$ cat config.mk
export PLATFORM = sky130hd
export DESIGN_NAME = cobs_frame_rx
export DESIGN_NICKNAME = d
export VERILOG_FILES = /design/src/rtl/cobs_rx_pkg.sv /design/src/rtl/cobs_stream_decoder.sv /design/src/rtl/crc32_engine.sv /design/src/rtl/frame_checker.sv /design/src/rtl/sat_counter.sv /design/src/rtl/cobs_frame_rx.sv
export SDC_FILE = /design/constraint.sdc
export NUM_CORES = 1
export LEC_CHECK = 0
export ABC_AREA = 1
export ABC_CLOCK_PERIOD_IN_PS = 3100
export BUFFER_PORTS_ARGS = -buffer_cell sky130_fd_sc_hd__buf_4
export CAP_MARGIN = 25
export CELL_PAD_IN_SITES_DETAIL_PLACEMENT = 0
export CELL_PAD_IN_SITES_GLOBAL_PLACEMENT = 1
export CORE_AREA = 4 4 189 191
export CTS_CLUSTER_SIZE = 8
export DETAILED_ROUTE_END_ITERATION = 10
export DIE_AREA = 0 0 193 195
export PLACE_DENSITY_LB_ADDON = 0.08
export SYNTH_ARGS = -nofsm -noshare
export SYNTH_HDL_FRONTEND = slang
export SYNTH_SLANG_ARGS = --single-unit
$ cat constraint.sdc
create_clock -name clk_i -period 3.1 [get_ports clk_i]
set_input_delay 0.155 -clock clk_i [delete_from_list [all_inputs] [get_ports clk_i]]
set_output_delay 0.155 -clock clk_i [all_outputs]
set_load 0.01 [all_outputs]
$ cat src/rtl/cobs_rx_pkg.sv
package cobs_rx_pkg;
  localparam logic [31:0] CRC_POLY_R = 32'hEDB88320;
  localparam logic [31:0] CRC_SEED   = 32'hFFFFFFFF;
  localparam int SEQ_BYTES   = 4;
  localparam int CRC_BYTES   = 4;
  localparam int FRAME_BYTES = SEQ_BYTES + CRC_BYTES;
  localparam int SEQ_W       = 8 * SEQ_BYTES;

  typedef enum logic [2:0] {
    VERD_NONE,
    VERD_OK,
    VERD_COBS,
    VERD_LEN,
    VERD_CRC
  } verdict_e;

  // one byte through the reflected CRC-32 register
  function automatic logic [31:0] crc32_byte(input logic [31:0] c, input logic [7:0] b);
    logic [31:0] r;
    r = c ^ {24'h0, b};
    for (int i = 0; i < 8; i++) begin
      r = r[0] ? ((r >> 1) ^ CRC_POLY_R) : (r >> 1);
    end
    return r;
  endfunction
endpackage

$ cat src/rtl/cobs_stream_decoder.sv
module cobs_stream_decoder #(
  parameter int DEPTH = 512
) (
  input  logic       clk_i,
  input  logic       rst_ni,
  input  logic       byte_valid_i,
  input  logic [7:0] byte_i,
  output logic       dec_valid_o,
  output logic [7:0] dec_byte_o,
  output logic       frame_end_o,
  output logic       cobs_err_o,
  output logic       overrun_o
);
  localparam int FILL_W = $clog2(DEPTH + 1);
  localparam logic [FILL_W-1:0] FILL_MAX = FILL_W'(DEPTH);

  logic [FILL_W-1:0] fill_q;
  logic [7:0]        remain_q;
  logic              pend_zero_q;
  logic              is_delim, is_data, buf_full, accept;

  assign is_delim = byte_valid_i && (byte_i == 8'h00);
  assign is_data  = byte_valid_i && (byte_i != 8'h00);
  assign buf_full = (fill_q == FILL_MAX);
  assign accept   = is_data && !buf_full;

  assign overrun_o   = is_data && buf_full;
  assign frame_end_o = is_delim;
  assign cobs_err_o  = is_delim && (remain_q != 8'h00);

  always_comb begin
    dec_valid_o = 1'b0;
    dec_byte_o  = 8'h00;
    if (accept) begin
      if (remain_q == 8'h00) begin
        // new code byte: emit the zero owed by the previous block
        dec_valid_o = pend_zero_q;
      end else begin
        dec_valid_o = 1'b1;
        dec_byte_o  = byte_i;
      end
    end
  end

  always_ff @(posedge clk_i or negedge rst_ni) begin
    if (!rst_ni) begin
      fill_q      <= '0;
      remain_q    <= 8'h00;
      pend_zero_q <= 1'b0;
    end else if (is_delim) begin
      fill_q      <= '0;
      remain_q    <= 8'h00;
      pend_zero_q <= 1'b0;
    end else if (accept) begin
      fill_q <= fill_q + 1'b1;
      if (remain_q == 8'h00) begin
        remain_q    <= byte_i - 8'd1;
        pend_zero_q <= (byte_i != 8'hFF);
      end else begin
        remain_q <= remain_q - 8'd1;
      end
    end
  end
endmodule

$ cat src/rtl/crc32_engine.sv
module crc32_engine (
  input  logic        clk_i,
  input  logic        rst_ni,
  input  logic        clear_i,
  input  logic        en_i,
  input  logic [7:0]  byte_i,
  output logic [31:0] crc_o
);
  import cobs_rx_pkg::*;

  logic [31:0] state_q;

  always_ff @(posedge clk_i or negedge rst_ni) begin
    if (!rst_ni)      state_q <= CRC_SEED;
    else if (clear_i) state_q <= CRC_SEED;
    else if (en_i)    state_q <= crc32_byte(state_q, byte_i);
  end

  assign crc_o = ~state_q;
endmodule

$ cat src/rtl/frame_checker.sv
module frame_checker
  import cobs_rx_pkg::*;
(
  input  logic             clk_i,
  input  logic             rst_ni,
  input  logic             dec_valid_i,
  input  logic [7:0]       dec_byte_i,
  input  logic             frame_end_i,
  input  logic             cobs_err_i,
  output verdict_e         verdict_o,
  output logic [SEQ_W-1:0] seq_o
);
  localparam int LEN_W = $clog2(FRAME_BYTES + 2);
  localparam logic [LEN_W-1:0] LEN_SAT  = LEN_W'(FRAME_BYTES + 1);
  localparam logic [LEN_W-1:0] LEN_GOOD = LEN_W'(FRAME_BYTES);
  localparam logic [LEN_W-1:0] LEN_SEQ  = LEN_W'(SEQ_BYTES);
  localparam int CRC_W = 8 * CRC_BYTES;

  logic [LEN_W-1:0] len_q;
  logic [SEQ_W-1:0] seq_sr_q;
  logic [CRC_W-1:0] crc_rx_q;
  logic [31:0]      crc_calc;
  logic             crc_en;

  assign crc_en = dec_valid_i && (len_q < LEN_SEQ);

  crc32_engine u_crc (
    .clk_i  (clk_i),
    .rst_ni (rst_ni),
    .clear_i(frame_end_i),
    .en_i   (crc_en),
    .byte_i (dec_byte_i),
    .crc_o  (crc_calc)
  );

  always_ff @(posedge clk_i or negedge rst_ni) begin
    if (!rst_ni) begin
      len_q    <= '0;
      seq_sr_q <= '0;
      crc_rx_q <= '0;
    end else if (frame_end_i) begin
      len_q <= '0;
    end else if (dec_valid_i) begin
      if (len_q < LEN_SAT) len_q <= len_q + 1'b1;
      // little-endian fields: earliest byte ends up least significant
      if (len_q < LEN_SEQ)       seq_sr_q <= {dec_byte_i, seq_sr_q[SEQ_W-1:8]};
      else if (len_q < LEN_GOOD) crc_rx_q <= {dec_byte_i, crc_rx_q[CRC_W-1:8]};
    end
  end

  always_comb begin
    verdict_o = VERD_NONE;
    if (frame_end_i) begin
      if (cobs_err_i)                      verdict_o = VERD_COBS;
      else if (len_q != LEN_GOOD)          verdict_o = VERD_LEN;
      else if ((crc_calc != crc_rx_q) ||
               (crc_calc == 32'h0000_0000) ||
               (crc_calc == 32'hFFFF_FFFF)) verdict_o = VERD_CRC;
      else                                 verdict_o = VERD_OK;
    end
  end

  assign seq_o = seq_sr_q;
endmodule

$ cat src/rtl/sat_counter.sv
module sat_counter #(
  parameter int W = 32
) (
  input  logic         clk_i,
  input  logic         rst_ni,
  input  logic         inc_i,
  output logic [W-1:0] cnt_o
);
  always_ff @(posedge clk_i or negedge rst_ni) begin
    if (!rst_ni)                   cnt_o <= '0;
    else if (inc_i && ~&cnt_o)     cnt_o <= cnt_o + 1'b1;
  end
endmodule

$ cat src/rtl/cobs_frame_rx.sv
module cobs_frame_rx
  import cobs_rx_pkg::*;
#(
  parameter int BUF_DEPTH = 512,
  parameter int CNT_W     = 32
) (
  input  logic             clk_i,
  input  logic             rst_ni,
  input  logic             byte_valid_i,
  input  logic [7:0]       byte_i,
  output logic [31:0]      seq_o,
  output logic             seq_valid_o,
  output logic [CNT_W-1:0] overrun_cnt_o,
  output logic [CNT_W-1:0] cobs_err_cnt_o,
  output logic [CNT_W-1:0] len_err_cnt_o,
  output logic [CNT_W-1:0] crc_err_cnt_o
);
  localparam int N_CNT = 4;

  logic             dec_valid, frame_end, cobs_err, overrun;
  logic [7:0]       dec_byte;
  verdict_e         verdict;
  logic [SEQ_W-1:0] seq_cand;
  logic [N_CNT-1:0] cnt_inc;
  logic [CNT_W-1:0] cnt_val [N_CNT];

  cobs_stream_decoder #(.DEPTH(BUF_DEPTH)) u_dec (
    .clk_i       (clk_i),
    .rst_ni      (rst_ni),
    .byte_valid_i(byte_valid_i),
    .byte_i      (byte_i),
    .dec_valid_o (dec_valid),
    .dec_byte_o  (dec_byte),
    .frame_end_o (frame_end),
    .cobs_err_o  (cobs_err),
    .overrun_o   (overrun)
  );

  frame_checker u_chk_frame (
    .clk_i      (clk_i),
    .rst_ni     (rst_ni),
    .dec_valid_i(dec_valid),
    .dec_byte_i (dec_byte),
    .frame_end_i(frame_end),
    .cobs_err_i (cobs_err),
    .verdict_o  (verdict),
    .seq_o      (seq_cand)
  );

  always_ff @(posedge clk_i or negedge rst_ni) begin
    if (!rst_ni) begin
      seq_o       <= '0;
      seq_valid_o <= 1'b0;
    end else begin
      seq_valid_o <= (verdict == VERD_OK);
      if (verdict == VERD_OK) seq_o <= seq_cand;
    end
  end

  assign cnt_inc = {verdict == VERD_CRC, verdict == VERD_LEN, verdict == VERD_COBS, overrun};

  for (genvar g = 0; g < N_CNT; g++) begin : g_cnt
    sat_counter #(.W(CNT_W)) u_cnt (
      .clk_i (clk_i),
      .rst_ni(rst_ni),
      .inc_i (cnt_inc[g]),
      .cnt_o (cnt_val[g])
    );
  end

  assign overrun_cnt_o  = cnt_val[0];
  assign cobs_err_cnt_o = cnt_val[1];
  assign len_err_cnt_o  = cnt_val[2];
  assign crc_err_cnt_o  = cnt_val[3];
endmodule

Word-level counts from Yosys, hierarchy flattened
Index checks and enable logic that the tools add are counted.
{"block": "word_totals", "ff_bits": 280, "in_bits": 11}
{"block": "op_classes", "n_addsub": 8, "magnitude_cmp": 3, "n_eq_ne": 9, "mux": 29, "n_bitwise": 12, "n_reduce_logical": 35}
{"op": "32-bit 2-to-1 mux", "count": 10}
{"op": "32-bit by 1-bit adder with 32-bit output, second input constant", "count": 4}
{"op": "32-bit AND reduction", "count": 4}
{"op": "13-bit inverter with 14-bit output", "count": 8}
{"op": "8-bit 2-to-1 mux", "count": 5}
{"op": "32-bit == test, second input constant", "count": 1}
{"op": "32-bit logical NOT", "count": 1}
{"op": "32-bit != test", "count": 1}
{"op": "32-bit inverter", "count": 1}
{"op": "32-bit by 8-bit XOR with 32-bit output", "count": 1}
{"op": "10-bit 2-to-1 mux", "count": 2}
{"op": "8-bit logical NOT", "count": 2}
{"op": "8-bit nonzero test", "count": 2}
{"op": "8-bit by 1-bit subtractor with 8-bit output, second input constant", "count": 2}
{"op": "3-bit 2-to-1 mux", "count": 4}
{"op": "4-bit 2-to-1 mux", "count": 3}
{"op": "10-bit by 1-bit adder with 10-bit output, second input constant", "count": 1}
{"op": "10-bit == test, second input constant", "count": 1}
{"op": "1-bit logical AND", "count": 10}
{"op": "2-bit nonzero test", "count": 5}
{"op": "4-bit < comparator, second input constant", "count": 2}
{"op": "8-bit != test, second input constant", "count": 1}
{"op": "3-bit by 2-bit == test with 1-bit output, second input constant", "count": 2}
{"op": "1-bit logical NOT", "count": 5}
{"op": "11 further kinds", "count": 18}

Depth between registers and ports, before layout
{"block": "depth", "word_depth": 23, "depth_mapped": 21, "depth_no_buf": 20}

Modules after synthesis
From an unflattened synthesis, not the netlist that was laid out.
{"block": "unflattened", "hier_cells": 2499, "area_unflattened_um2": 17299.1}
{"mod": "sat_counter", "instances": 4, "cells_each": 341, "area_each_um2": 2143.3, "seq_area_each_um2": 800.8}
{"mod": "frame_checker", "instances": 1, "cells_each": 414, "area_each_um2": 3430.8, "seq_area_each_um2": 1701.6}
{"mod": "crc32_engine", "instances": 1, "cells_each": 374, "area_each_um2": 2563.7, "seq_area_each_um2": 840.8}
{"mod": "cobs_frame_rx", "instances": 1, "cells_each": 150, "area_each_um2": 1387.6, "seq_area_each_um2": 825.8}
{"mod": "cobs_stream_decoder", "instances": 1, "cells_each": 197, "area_each_um2": 1343.8, "seq_area_each_um2": 475.5}

Worst setup path after synthesis
OpenSTA, ideal clock, no wires.
{"block": "synth_path", "path_type": "reg2reg", "start": "register u_dec.fill_q[0]", "end": "register u_chk_frame.u_crc.state_q[21]", "arrival_time_ps": 1995, "required_time_ps": 3024, "path_slack_ps": 1029, "stages_incl_launch_ff": 18, "n_path_buf": 1, "period_less_slack_ps": 2071, "path_cell_list": "dfrtp_1 > inv_1 > ha_1 > inv_1 > nor2_1 > nand3_2 > nor2_4 > nor2_4 > buf_6 > nand2_8 > xor2_4 > nand2_4 > nand2_2 > nand2_4 > nand3b_1 > nand3_1 > o21ai_1 > inv_1"}
{"block": "synth_via", "elab_chain_len": 19, "word_cells_on_any_way": 23}
{"item": "start: declaration", "line_no": "cobs_stream_decoder.sv:17", "rtl": "logic [FILL_W-1:0] fill_q;"}
{"item": "start signal: assignment", "line_no": "cobs_stream_decoder.sv:55", "rtl": "fill_q <= fill_q + 1'b1;"}
{"item": "10-bit == test (*)", "line_no": "cobs_stream_decoder.sv:24", "rtl": "assign buf_full = (fill_q == FILL_MAX);"}
{"item": "1-bit logical NOT (*)", "line_no": "cobs_stream_decoder.sv:25", "rtl": "assign accept = is_data && !buf_full;"}
{"item": "1-bit logical AND (*)", "line_no": "cobs_stream_decoder.sv:25"}
{"item": "8-bit 2-to-1 mux", "line_no": "cobs_stream_decoder.sv:34", "rtl": "if (accept) begin"}
{"item": "32-bit by 8-bit XOR with 32-bit output", "line_no": "cobs_rx_pkg.sv:20", "rtl": "r = c ^ {24'h0, b};"}
{"item": "32-bit 2-to-1 mux (2 in a row)", "line_no": "cobs_rx_pkg.sv:22", "rtl": "r = r[0] ? ((r >> 1) ^ CRC_POLY_R) : (r >> 1);"}
{"item": "13-bit inverter with 14-bit output (no line)"}
{"item": "32-bit 2-to-1 mux (2 in a row)", "line_no": "cobs_rx_pkg.sv:22"}
{"item": "13-bit inverter with 14-bit output (no line)"}
{"item": "32-bit 2-to-1 mux", "line_no": "cobs_rx_pkg.sv:22"}
{"item": "13-bit inverter with 14-bit output (no line)"}
{"item": "32-bit 2-to-1 mux (2 in a row)", "line_no": "cobs_rx_pkg.sv:22"}
{"item": "13-bit inverter with 14-bit output (no line)"}
{"item": "32-bit 2-to-1 mux", "line_no": "cobs_rx_pkg.sv:22"}
{"item": "32-bit 2-to-1 mux", "line_no": "crc32_engine.sv:16", "rtl": "else if (en_i) state_q <= crc32_byte(state_q, byte_i);"}
{"item": "32-bit 2-to-1 mux", "line_no": "crc32_engine.sv:15", "rtl": "else if (clear_i) state_q <= CRC_SEED;"}
{"item": "end signal: assignment", "line_no": "crc32_engine.sv:16"}
{"item": "end: declaration", "line_no": "crc32_engine.sv:11", "rtl": "logic [31:0] state_q;"}
Every way passes the cells marked *; elsewhere a longest branch is shown, timed or not. The select of a mux whose other input is x is not followed.
A chain may end at the register's enable or synchronous reset.

Final worst setup path
{"block": "layout_path", "start": "register u_dec.fill_q[0]", "end": "register u_chk_frame.u_crc.state_q[22]"}
{"block": "layout_via", "elab_chain_len": 19, "word_cells_on_any_way": 23}
{"item": "10-bit == test (*)", "line_no": "cobs_stream_decoder.sv:24"}
{"item": "1-bit logical NOT (*)", "line_no": "cobs_stream_decoder.sv:25"}
{"item": "1-bit logical AND (*)", "line_no": "cobs_stream_decoder.sv:25"}
{"item": "8-bit 2-to-1 mux", "line_no": "cobs_stream_decoder.sv:34"}
{"item": "32-bit by 8-bit XOR with 32-bit output", "line_no": "cobs_rx_pkg.sv:20"}
{"item": "32-bit 2-to-1 mux (2 in a row)", "line_no": "cobs_rx_pkg.sv:22"}
{"item": "13-bit inverter with 14-bit output (no line)"}
{"item": "32-bit 2-to-1 mux", "line_no": "cobs_rx_pkg.sv:22"}
{"item": "13-bit inverter with 14-bit output (no line)"}
{"item": "32-bit 2-to-1 mux (2 in a row)", "line_no": "cobs_rx_pkg.sv:22"}
{"item": "13-bit inverter with 14-bit output (no line)"}
{"item": "32-bit 2-to-1 mux", "line_no": "cobs_rx_pkg.sv:22"}
{"item": "13-bit inverter with 14-bit output (no line)"}
{"item": "32-bit 2-to-1 mux (2 in a row)", "line_no": "cobs_rx_pkg.sv:22"}
{"item": "32-bit 2-to-1 mux", "line_no": "crc32_engine.sv:16"}
{"item": "32-bit 2-to-1 mux", "line_no": "crc32_engine.sv:15"}
Marks and branches as above.

==> summary.md <==
| Metric | Value |
|---|---|
| Tmin final | `2.73 ns` |
| Max Freq | `366 MHz` |
| Starting density of the core | `46.3%` |
| Clk pwr share | `30.8%` |
| Synth Area in Compound Gates | `6.49%` |
| Synth Area in Simple Gates | `31.5%` |
| Cell Chain, Critical Path | `inv_1 > ha_1 > inv_1 > nor2_1 > nand3_2 > nor2_4 > nor2_4 > buf_4 > nand2_1 > nand2_1 > nand2_4 > inv_2 > nand2_1 > nand2_2 > nand2_1 > nand2_1 > nand2_1 > nand3_1 > nand2_1 > inv_1` |
| Number of synthesized flops with an enable pin | `0` |
| ANT nets after route | `0` |
| Max clock buf depth | `3` |
| HPWL Detailed | `35700 um` |
| Crit path largest cell delay | `0.40 ns` |
| Commonest non-fill, non-tap cell in the layout | `nand2_1` |
| Register area share after synthesis | `44.6%` |
| Worst r2r path cells | `20` |
| CP max stage cell | `dfrtp_1` |
| Hold slack | `0.0680 ns` |
| MaxCap Viol Count | `0` |
| Maximum VDD drop | `0.386 mV` |
| Tightest Hold Check Type | `in -> reg` |
| Final Non-Filler Cells | `2732` |
| Initial drt markers | `946` |
| Ys flop type | `dfrtp_1` |
| CP endpoint kind | `register` |
| Relative slew margins | `53.0%` |
| CTS tree | `yes` |
| # DRC | `0` |
| Final hold vios | `0` |
| Placed insts | `2673` |
| Register clock-pin slew on the reported worst setup and hold paths | `0.05 ns` |
| Post-DR wirelength/cell | `17.3 um` |
| Outcome | `finished clean` |
| Clk Latency, worst-skew pair | `0.54 ns` |
| Grt ovf | `0` |
| Most frequent cells in the layout | `nand2_1 (629), dfrtp_1 (248), inv_1 (226), buf_4 (193), nor2_1 (166)` |
| Via density per instance | `5.20` |
| GPL Wtd Cong | `0.998` |
| P&R area growth vs syn | `19.4%` |
| Critical Path RT | `3.57 ns` |
| Clk root buf | `clkbuf_16` |
| Async set-or-reset flop fraction in the synthesized netlist | `100%` |
| R2r setup slk | `0.37 ns` |
| Post-Syn Area | `15800 um^2` |
| Final WS setup | `0.370 ns` |
| Unrepaired setup endpoints after global routing | `no` |
| Vias in the first global route | `14000` |
| First-pass GRT wire length | `76500 um` |
| Reg2reg end | `u_chk_frame.u_crc.state_q[22]$_DFFE_PN1P_` |
| Synthesis Warnings | `0` |
| Multiplexer area fraction after synthesis | `0%` |
| Gate Count Post-Synth | `2068` |
| Ports | `172` |
| Total power | `13.2 mW` |
| Reg2reg start | `u_dec.fill_q[0]$_DFFE_PN0P_` |
| Synth Register Bits | `280` |
| Final setup TNS | `0 ns` |
| Core ar. | `34100 um^2` |
| CP Max Fanout | `9` |
| Synth unique cells | `46` |
| Worst slew pin tran | `0.698 ns` |
| Initial antenna violation count | `0` |
| Number of I/O port buffers | `171` |
| Final Instance Area | `18800 um^2` |
| Via count | `14200` |
| # rows | `68` |
| H-tree lvl count | `2` |
| Drt total wl | `47200 um` |
| Critical path origin | `u_dec.fill_q[0]$_DFFE_PN0P_` |
| Switching pwr | `4.94 mW` |
| Post-Syn Nets | `2089` |
| Largest net degree at the start of global routing | `78` |
| Switching share of power | `37.3%` |
| Clk_skew | `0.0217 ns` |
| DR pass1 iterations | `5` |
| Mean area per synthesized cell | `7.64 um^2` |
| Leak | `9.26 nW` |
| Diodes inserted | `0` |
| Final Slew Violations | `0` |
| Util after Layout | `55.2%` |
| Comb power frac | `29.3%` |
| CTS Sinks | `280` |
| Largest family of logic cells by synthesized area | `simple AND/OR/NAND/NOR gates` |
| Setup CP Type | `reg -> reg` |
| Synthesized-area fraction occupied by adder cells | `0.792%` |
| Gr usage total | `25.2%` |
| Fin crit share | `88.1%` |
| Cell Pwr Density | `702 nW/um^2` |
| WP data arrival | `3.20 ns` |
| Die area | `37600 um^2` |
| Die Wd | `193 um` |
| Internal Power | `8.30 mW` |
| Final net count | `2286` |
| Cts bufs inserted | `41` |
| DP Worst Slack | `-0.0409 ns` |
| CP Launch Type | `register` |
| Share of cells above drive strength 1 | `15.1%` |
| Flop pwr share | `39.8%` |
| Post-DP Area | `17700 um^2` |
| Die Y | `195 um` |
| Final setup violation count | `0` |
| Xor/xnor share of the synthesized area | `9.60%` |
| CP most frequent cell | `nand2_1` |
| CP Capture Point | `u_chk_frame.u_crc.state_q[22]$_DFFE_PN1P_` |
-- power by group through the flow --
stage / logic (mW) / registers [mW] / clock network [mW]
after floorplan: 2.72 / 5.05 / 0
after global placement: 3.84 / 5.28 / 0
after detailed placement: 3.84 / 5.30 / 0
after CTS: 3.87 / 5.26 / 4.18
after global routing: 4.37 / 5.37 / 4.34
final: 3.88 / 5.27 / 4.08
-- worst min path at each step --
stage	start	end	slack (ns)	cells past startpoint
after detailed placement	rst_ni	g_cnt[2].u_cnt.cnt_o[15]$_DFFE_PN0P_	0.18	1
after floorplan	rst_ni	g_cnt[0].u_cnt.cnt_o[0]$_DFFE_PN0P_	-0.14	0
final	byte_i[0]	u_dec.remain_q[0]$_DFFE_PN0P_	0.07	3
after CTS	byte_i[0]	u_dec.remain_q[0]$_DFFE_PN0P_	0.04	3
after global routing	byte_i[0]	u_dec.remain_q[0]$_DFFE_PN0P_	0.06	3
after global placement	rst_ni	g_cnt[2].u_cnt.cnt_o[14]$_DFFE_PN0P_	0.18	1
-- sequential cells by signal (all words and copies together), names as in the netlist --
name / count
u_chk_frame.crc_rx_q: 32
u_dec.remain_q: 8
u_chk_frame.seq_o: 32
g_cnt.u_cnt.cnt_o: 128
u_dec.pend_zero_q: 1
u_dec.fill_q: 10
u_chk_frame.u_crc.state_q: 32
seq_valid_o: 1
seq_o: 32
u_chk_frame.len_q: 4
-- per-layer routing --
layer,global-route usage [%],vias up,wire length [um]
met5,0,-,0
li1,-,7023,-
met1,36.6,6698,21700
met4,6.95,0,1200
met2,39.7,403,21600
met3,3.66,80,2750
-- Yosys cell counts, types with 4 or more instances --
master	n	area, um^2
a21oi_1	23	115
buf_2	13	65.1
clkbuf_1	27	101
dfrtp_1	248	6210
dfstp_2	32	841
ha_1	10	125
inv_1	226	848
inv_2	10	37.5
nand2_1	629	2360
nand2_2	19	119
nand2_4	6	67.6
nand3_1	90	450
nand3_2	4	40.0
nand3b_1	5	37.5
nand4_1	66	413
nor2_1	167	627
nor2_2	9	56.3
nor3_1	83	415
nor3_2	5	50.1
nor4_1	35	219
o21ai_0	139	696
o21ai_1	23	115
o22ai_1	5	31.3
or2_2	4	25.0
xnor2_1	30	263
xor2_1	135	1180
-- layout make-up --
cell class	count	area, um^2
clock inverter	4	71.3
sequential	280	7050
timing repair buffer	199	1540
inverter	237	891
tap	455	569
fill	3298	15300
clock buffer	51	1070
multi-input combinational	1506	7650
-- cells by family after synthesis --
kind of cell,after synthesis
AND/OR/NAND/NOR,1130
AO/OA/AOI/OAI,198
XOR/XNOR,168
adder cells (fa/ha/maj),10
buffers and inverters,282
flip-flops,280
-- repair_timing --
item / 4_1_cts / 5_1_grt
resized for setup: 1 / 0
cloned: 0 / 0
setup endpoints to repair: 11 / 2
endpoints found under the hold margin: 73 / 0
hold buffers: 2 / 0
buffers inserted: 0 / 2
pin swaps: 0 / 1
-- critical path: cells and delay by family, from the launching register on --
kind / cells / cell delay [ns]
and+or+nand+nor: 14 / 1.62
DFF: 1 / 0.40
buffers and inverters: 5 / 0.47
adders and majority gates: 1 / 0.18
No activity file was read; power rests on OpenSTA's default activity.
